## src/rtl/emc_pkg.sv

```systemverilog
package emc_pkg;
  typedef enum logic [1:0] {K_IGNORE, K_FLASH, K_HIT, K_MISS} kind_e;
  typedef enum logic [2:0] {S_IDLE, S_CAPT, S_DECD, S_DATA, S_TMO, S_ERR} state_e;
endpackage

```

## src/rtl/emc_space_decode.sv

```systemverilog
module emc_space_decode #(
  parameter int ADDR_W    = 32,
  parameter int INT_LSB   = 22,
  parameter int INT_TAG   = 0,
  parameter int FLASH_BIT = 21,
  parameter int SLICE_LO  = 15,
  parameter int SLICE_W   = 9,
  parameter int ZPAD_W    = 8,
  localparam int CMP_W    = ZPAD_W + SLICE_W
) (
  input  logic [ADDR_W-1:0] addr,
  output logic              is_int,
  output logic              is_flash,
  output logic [CMP_W-1:0]  cmp
);
  localparam int TAG_W = ADDR_W - INT_LSB;

  // internal space is identified by the top address bits alone
  assign is_int   = (addr[ADDR_W-1:INT_LSB] == TAG_W'(INT_TAG));
  assign is_flash = is_int && !addr[FLASH_BIT];
  // narrow external window: zero pad above the region slice
  assign cmp      = {{ZPAD_W{1'b0}}, addr[SLICE_LO+SLICE_W-1:SLICE_LO]};
endmodule

```

## src/rtl/emc_region_match.sv

```systemverilog
module emc_region_match #(
  parameter int NREG  = 4,
  parameter int CMP_W = 17,
  parameter int WS_W  = 4,
  localparam int IDX_W = (NREG > 1) ? $clog2(NREG) : 1
) (
  input  logic [CMP_W-1:0]      cmp,
  input  logic [NREG*CMP_W-1:0] base,
  input  logic [NREG*CMP_W-1:0] mask,
  input  logic [NREG-1:0]       valid,
  input  logic [NREG*WS_W-1:0]  waits,
  output logic                  hit,
  output logic [IDX_W-1:0]      idx,
  output logic [WS_W-1:0]       wait_sel
);
  logic [NREG-1:0] match;

  for (genvar g = 0; g < NREG; g++) begin : g_rgn
    logic [CMP_W-1:0] m;
    assign m        = mask[g*CMP_W +: CMP_W];
    assign match[g] = valid[g] && ((cmp & m) == (base[g*CMP_W +: CMP_W] & m));
  end

  // lowest index wins: scan downward so the last write is the smallest hit
  always_comb begin
    idx = '0;
    for (int i = NREG - 1; i >= 0; i--) begin
      if (match[i]) idx = IDX_W'(i);
    end
  end

  assign hit      = |match;
  assign wait_sel = waits[idx*WS_W +: WS_W];
endmodule

```

## src/rtl/emc_beat_fsm.sv

```systemverilog
module emc_beat_fsm
  import emc_pkg::*;
#(
  parameter int NREG = 4,
  parameter int WS_W = 4,
  parameter int TMO  = 16,
  localparam int IDX_W = (NREG > 1) ? $clog2(NREG) : 1,
  localparam int TMO_W = (TMO > 1) ? $clog2(TMO) : 1
) (
  input  logic             clk,
  input  logic             rst_n,
  input  logic             ts,
  input  logic             burst_more,
  input  logic             mts_en,
  input  kind_e            kind_d,
  input  logic [IDX_W-1:0] idx_d,
  input  logic [WS_W-1:0]  wait_d,
  output logic             accept,
  output logic             cs_act,
  output logic [IDX_W-1:0] cs_sel,
  output logic             mts,
  output logic             ta,
  output logic             tea
);
  state_e           state_q;
  kind_e            kind_q;
  logic [IDX_W-1:0] idx_q;
  logic [WS_W-1:0]  wait_q, wcnt_q;
  logic [TMO_W-1:0] tcnt_q;
  logic             cs_q, mts_q, ta_q, tea_q;

  assign accept = ts && (state_q == S_IDLE);

  always_ff @(posedge clk) begin
    if (!rst_n) begin
      state_q <= S_IDLE;
      kind_q  <= K_IGNORE;
      idx_q   <= '0;
      wait_q  <= '0;
      wcnt_q  <= '0;
      tcnt_q  <= '0;
      cs_q    <= 1'b0;
      mts_q   <= 1'b0;
      ta_q    <= 1'b0;
      tea_q   <= 1'b0;
    end else begin
      mts_q <= 1'b0;
      tea_q <= 1'b0;
      unique case (state_q)
        S_IDLE: if (ts) state_q <= S_CAPT;
        S_CAPT: begin
          kind_q  <= kind_d;
          idx_q   <= idx_d;
          wait_q  <= wait_d;
          state_q <= S_DECD;
        end
        S_DECD: begin
          unique case (kind_q)
            K_HIT: begin
              cs_q    <= 1'b1;
              mts_q   <= mts_en;
              wcnt_q  <= wait_q;
              ta_q    <= (wait_q == '0);
              state_q <= S_DATA;
            end
            K_FLASH: begin
              tea_q   <= 1'b1;
              state_q <= S_ERR;
            end
            K_MISS: begin
              tcnt_q  <= '0;
              state_q <= S_TMO;
            end
            default: state_q <= S_IDLE;
          endcase
        end
        S_DATA: begin
          if (ta_q) begin
            if (burst_more) begin
              wcnt_q <= wait_q;
              ta_q   <= (wait_q == '0);
            end else begin
              ta_q    <= 1'b0;
              cs_q    <= 1'b0;
              state_q <= S_IDLE;
            end
          end else begin
            wcnt_q <= wcnt_q - 1'b1;
            if (wcnt_q == WS_W'(1)) ta_q <= 1'b1;
          end
        end
        S_TMO: begin
          if (tcnt_q == TMO_W'(TMO - 1)) begin
            tea_q   <= 1'b1;
            state_q <= S_ERR;
          end else begin
            tcnt_q <= tcnt_q + 1'b1;
          end
        end
        S_ERR:   state_q <= S_IDLE;
        default: state_q <= S_IDLE;
      endcase
    end
  end

  assign cs_act = cs_q;
  assign cs_sel = idx_q;
  assign mts    = mts_q;
  assign ta     = ta_q;
  assign tea    = tea_q;

  // acknowledge only under chip select, never with an error
  a_r7_ack_under_cs: assert property (@(posedge clk) disable iff (!rst_n)
    ta_q |-> cs_q);
  a_r8_ack_err_excl: assert property (@(posedge clk) disable iff (!rst_n)
    !(ta_q && tea_q));
  // start pulse is one cycle wide and sits on the first chip-select cycle
  a_r5_mts_single: assert property (@(posedge clk) disable iff (!rst_n)
    mts_q |=> !mts_q);
  a_r5_mts_first_cs: assert property (@(posedge clk) disable iff (!rst_n)
    mts_q |-> (cs_q && !$past(cs_q)));
  // chip select begins only out of the decode step
  a_r4_cs_from_decode: assert property (@(posedge clk) disable iff (!rst_n)
    $rose(cs_q) |-> ($past(state_q) == S_DECD));
  // error pulses are single cycle
  a_r9_err_single: assert property (@(posedge clk) disable iff (!rst_n)
    tea_q |=> !tea_q);
  // a busy controller never re-enters capture
  a_r10_no_restart: assert property (@(posedge clk) disable iff (!rst_n)
    (state_q != S_IDLE) |=> (state_q != S_CAPT));
endmodule

```

## src/rtl/emc_xmaster_cs.sv

```systemverilog
module emc_xmaster_cs
  import emc_pkg::*;
#(
  parameter int ADDR_W    = 32,
  parameter int NREG      = 4,
  parameter int SLICE_LO  = 15,
  parameter int SLICE_W   = 9,
  parameter int ZPAD_W    = 8,
  parameter int WS_W      = 4,
  parameter int TMO       = 16,
  parameter int INT_LSB   = 22,
  parameter int INT_TAG   = 0,
  parameter int FLASH_BIT = 21,
  localparam int CMP_W    = ZPAD_W + SLICE_W,
  localparam int IDX_W    = (NREG > 1) ? $clog2(NREG) : 1
) (
  input  logic                  clk,
  input  logic                  rst_n,
  input  logic                  xfer_start,
  input  logic [ADDR_W-1:0]     addr,
  input  logic                  burst_more,
  input  logic                  flash_off,
  input  logic                  strobe_en,
  input  logic [NREG*CMP_W-1:0] rgn_base,
  input  logic [NREG*CMP_W-1:0] rgn_mask,
  input  logic [NREG-1:0]       rgn_valid,
  input  logic [NREG*WS_W-1:0]  rgn_wait,
  output logic [NREG-1:0]       cs_n,
  output logic                  mem_start,
  output logic                  xfer_ack,
  output logic                  xfer_err
);
  logic [ADDR_W-1:0] addr_q;
  logic              accept, is_int, is_flash, hit, cs_act;
  logic [CMP_W-1:0]  cmp;
  logic [IDX_W-1:0]  idx, cs_sel;
  logic [WS_W-1:0]   wait_sel;
  kind_e             kind_d;

  always_ff @(posedge clk) begin
    if (!rst_n)      addr_q <= '0;
    else if (accept) addr_q <= addr;
  end

  emc_space_decode #(
    .ADDR_W(ADDR_W), .INT_LSB(INT_LSB), .INT_TAG(INT_TAG), .FLASH_BIT(FLASH_BIT),
    .SLICE_LO(SLICE_LO), .SLICE_W(SLICE_W), .ZPAD_W(ZPAD_W)
  ) u_space (
    .addr(addr_q), .is_int(is_int), .is_flash(is_flash), .cmp(cmp)
  );

  emc_region_match #(.NREG(NREG), .CMP_W(CMP_W), .WS_W(WS_W)) u_match (
    .cmp(cmp), .base(rgn_base), .mask(rgn_mask), .valid(rgn_valid),
    .waits(rgn_wait), .hit(hit), .idx(idx), .wait_sel(wait_sel)
  );

  // internal space takes precedence over any region hit
  always_comb begin
    if (is_flash && flash_off) kind_d = K_FLASH;
    else if (is_int)           kind_d = K_IGNORE;
    else if (hit)              kind_d = K_HIT;
    else                       kind_d = K_MISS;
  end

  emc_beat_fsm #(.NREG(NREG), .WS_W(WS_W), .TMO(TMO)) u_fsm (
    .clk(clk), .rst_n(rst_n), .ts(xfer_start), .burst_more(burst_more),
    .mts_en(strobe_en), .kind_d(kind_d), .idx_d(idx), .wait_d(wait_sel),
    .accept(accept), .cs_act(cs_act), .cs_sel(cs_sel), .mts(mem_start),
    .ta(xfer_ack), .tea(xfer_err)
  );

  for (genvar k = 0; k < NREG; k++) begin : g_cs
    assign cs_n[k] = !(cs_act && (cs_sel == IDX_W'(k)));
  end

  // never more than one chip select at a time
  a_r4_one_select: assert property (@(posedge clk) disable iff (!rst_n)
    $onehot0(~cs_n));
  // start pulse only with an active chip select
  a_r5_mts_with_cs: assert property (@(posedge clk) disable iff (!rst_n)
    mem_start |-> (cs_n != {NREG{1'b1}}));
endmodule

```

## config.mk

```make
export PLATFORM = sky130hd
export DESIGN_NAME = emc_xmaster_cs
export DESIGN_NICKNAME = d
export VERILOG_FILES = /design/src/rtl/emc_pkg.sv /design/src/rtl/emc_space_decode.sv /design/src/rtl/emc_region_match.sv /design/src/rtl/emc_beat_fsm.sv /design/src/rtl/emc_xmaster_cs.sv
export SDC_FILE = /design/constraint.sdc
export NUM_CORES = 1
export LEC_CHECK = 0
export BUFFER_PORTS_ARGS = -buffer_cell sky130_fd_sc_hd__buf_4
export CAP_MARGIN = 5
export CORE_UTILIZATION = 30
export CTS_CLUSTER_DIAMETER = 100
export CTS_CLUSTER_SIZE = 10
export DETAILED_ROUTE_END_ITERATION = 7
export PLACE_DENSITY = 0.73
export SYNTH_ARGS = -nofsm -noshare
export SYNTH_HDL_FRONTEND = slang
export SYNTH_SLANG_ARGS = --single-unit
```

## constraint.sdc

```tcl
create_clock -name clk -period 4 [get_ports clk]
set_clock_uncertainty 0.2 [all_clocks]
set_input_delay 0.8 -clock clk [delete_from_list [all_inputs] [get_ports clk]]
set_output_delay 0.8 -clock clk [all_outputs]
set_load 0.02 [all_outputs]
```

* After elaboration in Yosys (flattened, before gate mapping) *
Cells that the tools add are included.
W data, S select, Z words.

word-level totals
  flip-flop bits (word level) = 55
  latch bits = 0
  memory bits (writable) = 0
  ROM bits = 0
  memories = 0

cells by class
  add/sub/neg operators = 2
  multipliers = 0
  divide/modulo/power cells = 0
  order comparisons = 0
  equal/unequal tests = 24
  shift operators = 1
  multiplexer cells = 32
  bitwise logic cells = 8
  reduce and logical (&&, ||, !) cells = 29

operators by type and width
  kind                   count
  $and A17 B17 Y17       4
  $and A9 B17 Y17        4
  $eq A17 B17 Y1         4
  $mux W4                5
  $pmux W4 S2            2
  $shiftx A16 B5 Y4      1
  $pmux W3 S5            1
  $mux W2                6
  $mux W3                4
  $logic_and A1 B1 Y1    11
  $logic_not A10 Y1      1
  $mux W1                10
  $pmux W3 S3            1
  $reduce_and A3 Y1      3
  $eq A2 B2 Y1 const B   4
  $ne A2 B1 Y1 const B   4
  $reduce_and A4 Y1      2
  $eq A3 B2 Y1 const B   2
  $ne A2 B2 Y1 const B   3
  $pmux W1 S2            3
  $logic_not A1 Y1       5
  $add A4 B1 Y4 const B  1
  $eq A2 B1 Y1 const B   2
  $eq A4 B1 Y1 const B   1
  11 further kinds       12

* Longest topological paths before layout *
  word-level depth = 8
  gate-level depth with buffers = 8
  mapped depth without buffers = 7

* Modules after synthesis *
Synthesis repeated with hierarchy kept, for this count alone.

unflattened totals
  cells, all modules = 411
  area total of the unflattened synthesis = 3,827.4 sq um

by module, submodules not included
  module            times used  cells an instance  area each (sq um)  seq. area each (sq um)
  emc_xmaster_cs    1           110                1,286.2            640.6
  emc_beat_fsm      1           140                1,255.0            460.4
  emc_region_match  1           138                1,112.3            0.0
  emc_space_decode  1           23                 173.9              0.0

* Worst setup path after synthesis *
OpenSTA, ideal clock, no wires.

  path kind = input to register
  start point = input port rgn_base[26]
  end point = register u_fsm.wait_q[0]
  library setup time = 117 ps
  arrival = 2,293 ps
  required time = 3,683 ps
  setup slack = 1,389 ps
  stages on the path = 7
  buffers on the path = 0
  cell sequence = a222oi_1 -> a21boi_2 -> nand4_2 -> or3_4 -> o31ai_1 -> a21oi_1 -> a32o_1

on the way
  cells in the longest elaborated chain, start to end = 6

RTL lines
  what                  RTL line                RTL
  from (decl)           emc_xmaster_cs.sv:24    input logic [NREG*CMP_W-1:0] rgn_base,
  $and A17 B17 Y17      emc_region_match.sv:21  assign match[g] = valid[g] && ((cmp & m) == (base[g*CMP_W +: CMP_W] & m));
  $eq A17 B17 Y1        emc_region_match.sv:21
  $logic_and A1 B1 Y1   emc_region_match.sv:21
  $mux W2 (2 in a row)  emc_region_match.sv:28  if (match[i]) idx = IDX_W'(i);
  $shiftx A16 B5 Y4     emc_region_match.sv:33  assign wait_sel = waits[idx*WS_W +: WS_W];
  to (signal assigned)  emc_beat_fsm.sv:54      wait_q <= wait_d;
  to (decl)             emc_beat_fsm.sv:28      logic [WS_W-1:0] wait_q, wcnt_q;

Every way passes these cells.
A chain may end at the register's enable or synchronous reset.

* Final worst setup path *
  start point = input port rgn_base[26]
  end point = register u_fsm.wait_q[1]

Same word-level chain as after synthesis.

==> run_results.csv <==
group,metric,value,unit
synthesis,avgSynthCellArea,8.07,um2
placement,dp_hpwl,8170,um
synthesis,synthAdderAreaFrac,0.0311,
global_routing,antenna_found_initial,0,
routing,drcViolationCount,0,
min_path,holdPathStages,2,
global_routing,grt_pass1_vias,3264,
synthesis,synthCells,349,
routing,drt_iter0_drc,126,
floorplan,num_rows,34,
sta,fmax,0.378,GHz
synthesis,ys_warn_count,0,
cts,htreeDepth,2,
sta,rsz0062_at_grt,"false",
pwr,pwr-share-clk,0.283,
run_status,status,"finished clean",
synthesis,ys_seq_area_frac,0.284,
global_routing,grt_max_degree,36,
cts,cts_tree,"built",
synthesis,synth_compound_area_frac,0.242,
global_routing,grt_overflow,0,
sta,hold_violations,0,
finish,layout_commonest_cell,"buf_4",
sta,fin_setup_tns,0,ns
critical_path,r2r_end,"u_fsm.wait_q[1]",
cts,cts_buffers,5,
min_path,hold_end,"addr_q[25]",
synthesis,synth_cell_types,49,
routing,vias,3147,
global_routing,gr-usage-all-layers,0.205,
pwr,combinationalPowerShare,0.329,
critical_path,cp_data_arrival_time,2.63,ns
cts,cts-resized-gates,0,
finish,diodes,0,
critical_path,required,3.99,ns
min_path,holdCritStartpoint,"addr_q[25]",
critical_path,reg2reg_depth,7,
placement,io_buffers,185,
global_routing,grt_first_pass_wirelength,15800,um
sta,setup_violations,0,
synthesis,synth_top_family_by_area,"simple AND/OR/NAND/NOR gates",
synthesis,syn_nets,550,
pwr,ir_drop,0.186,mV
critical_path,crit_type,"input port to flip-flop",
cts,clockBufferDepth,2,
synthesis,async_reset_ff_frac,0,
routing,drt-pass1-iter-count,4,
critical_path,start_kind,"input port",
placement,placedCellCount,626,
finish,drive_above_1_share,0.394,
critical_path,r2r-start,"addr_q[18]",
finish,nFillCells,864,
sta,relSlewSlack,0.426,
cts,cts_setup_buffers,0,
pwr,switching_share,0.304,
routing,drt-vias-per-instance,4.96,
sta,slew_viol_final,0,
routing,wl_per_cell,15.4,um
floorplan,io-pin-count,201,
floorplan,start_util,0.317,
min_path,min-delay-path-class,"flip-flop to flip-flop",
cts,clk_pin_slew_worst_paths,0.08,ns
cts,clk_latency,0.29,ns
critical_path,path_max_fanout,5,
finish,final_cell_mix,"buf_4 (187), nand2_1 (58), dfxtp_1 (40)",
cts,cts-hold-fix-buffers,0,
finish,nNetsFinal,726,
synthesis,synth_ff_type,"dfxtp_1",
pwr,power.density,291,nW/um2
routing,ant_nets,0,
sta,finalCriticalPeriod,2.64,ns
cts,clkSinkCount,40,
critical_path,reg2reg_slack,1.59,ns
finish,final_cell_count_no_fill,634,
sta,tightest_slew,0.856,ns
critical_path,end_kind,"flip-flop",
run,maxCapViolations,0,
synthesis,synth_xor_xnor_area_share,0.118,
synthesis,synth_area,2820,um2
floorplan,die-area,9780,um2
sta,holdWs,0.259,ns
sta,finalCritPeriodShare,0.661,
floorplan,core-area,8890,um2
placement,gp_congestion,0.801,
finish,area_growth,55.9,%
cts,root_buffer,"clkbuf_8",
synthesis,synth_mux_area_frac,0,
pwr,pwr-share-seq,0.388,
pwr,p_int,890,uW
floorplan,die_w,98.9,um
synthesis,ys_ff_latch,40,
routing,drt-total-wl,9790,um
pwr,p_leak,0.00206,uW
floorplan,die_y,98.9,um
synthesis,synthSimpleGateAreaFrac,0.279,
synthesis,synth_edf_count,0,
pwr,p_sw,388,uW
[flip-flops by register name, summed over array words and instances, names as in the netlist]
register,count
u_fsm.kind_q,2
u_fsm.state_q,3
u_fsm.cs_act,1
u_fsm.ta,1
addr_q,17
u_fsm.wait_q,4
u_fsm.tea,1
u_fsm.wcnt_q,4
u_fsm.tcnt_q,4
u_fsm.cs_sel,2
u_fsm.mts,1
[per-layer routing]
layer  vias up  global-route usage  part of all wire
met2       120               0.366              0.49
met5         -                   0                 0
li1       1594                   -                 -
met3        12              0.0511             0.071
met4         0              0.0586             0.013
met1      1421               0.241              0.42
[final cells by class]
cell class | count | area [um2] | area share
Inverter | 10 | 37.5 | 0.00855
Clock buffer | 7 | 96.3 | 0.0219
Multi-Input combinational cell | 281 | 1890 | 0.430
Timing Repair Buffer | 187 | 1400 | 0.320
Clock inverter | 1 | 30.0 | 0.00684
Sequential cell | 40 | 801 | 0.182
Tap cell | 108 | 135 | 0.0308
[critical path: stages]
cell and delay (ns):
buf_4 0.11, a222oi_1 0.36, a21boi_2 0.23, nand4_2 0.12
or3_4 0.46, o31ai_1 0.20, a21oi_1 0.09, a32o_1 0.26
[power groups by stage]
stage                     Combinational (uW)  Clock, uW  Sequential [uW]
final                                    420        362              496
after global routing                     468        392              505
after CTS                                423        371              496
after detailed placement                 422          0              506
after global placement                   408          0              504
after floorplan                          254          0              465
[cells in the mapped netlist, drive strengths merged (6+ instances only)]
master | instances | area share
a21boi | 22 | 0.060
a21oi | 13 | 0.023
a22oi | 24 | 0.064
buf | 9 | 0.020
clkbuf | 9 | 0.012
dfxtp | 40 | 0.28
ha | 7 | 0.031
inv | 10 | 0.013
nand2 | 59 | 0.079
nand2b | 12 | 0.027
nand3 | 10 | 0.020
nand3b | 6 | 0.016
nor2 | 13 | 0.017
nor2b | 9 | 0.020
nor4 | 6 | 0.021
o21ai | 12 | 0.021
xor2 | 38 | 0.12
[cell families (layout without fill, tap and decap cells)]
logic type                 after synthesis  in the layout
and+or+nand+nor                        143            143
DFF                                     40             40
xor gates and xnor gates                38             38
AOI/OAI and AO/OA                       93             93
adders and majority gates                7              7
buffers and inverters                   28            205
[how the worst max path moves through the flow]
stage / startpoint / endpoint / slack, ns / cells after the start
2_1_floorplan: rgn_base[26] / u_fsm.wait_q[0] / 1.39 / 7
3_3_place_gp: rgn_base[26] / u_fsm.wait_q[1] / 1.12 / 8
3_5_place_dp: rgn_base[26] / u_fsm.wait_q[1] / 1.05 / 8
4_1_cts: rgn_base[26] / u_fsm.wait_q[1] / 1.37 / 8
5_1_grt: rgn_base[26] / u_fsm.wait_q[1] / 1.20 / 8
6_report: rgn_base[26] / u_fsm.wait_q[1] / 1.36 / 8
[metrics by stage]
step | power (uW) | worst slack, ns | area (um2) | util
floorplan | 719 | 1.39 | 2820 | -
global placement | 911 | 1.12 | 4270 | 0.480
detailed placement | 928 | 1.05 | 4270 | 0.480
CTS | 1290 | 1.37 | 4390 | 0.494
global route | 1370 | 1.20 | 4390 | 0.494
finish | 1280 | 1.36 | 4390 | 0.494
(Power assumes the default switching activity.)
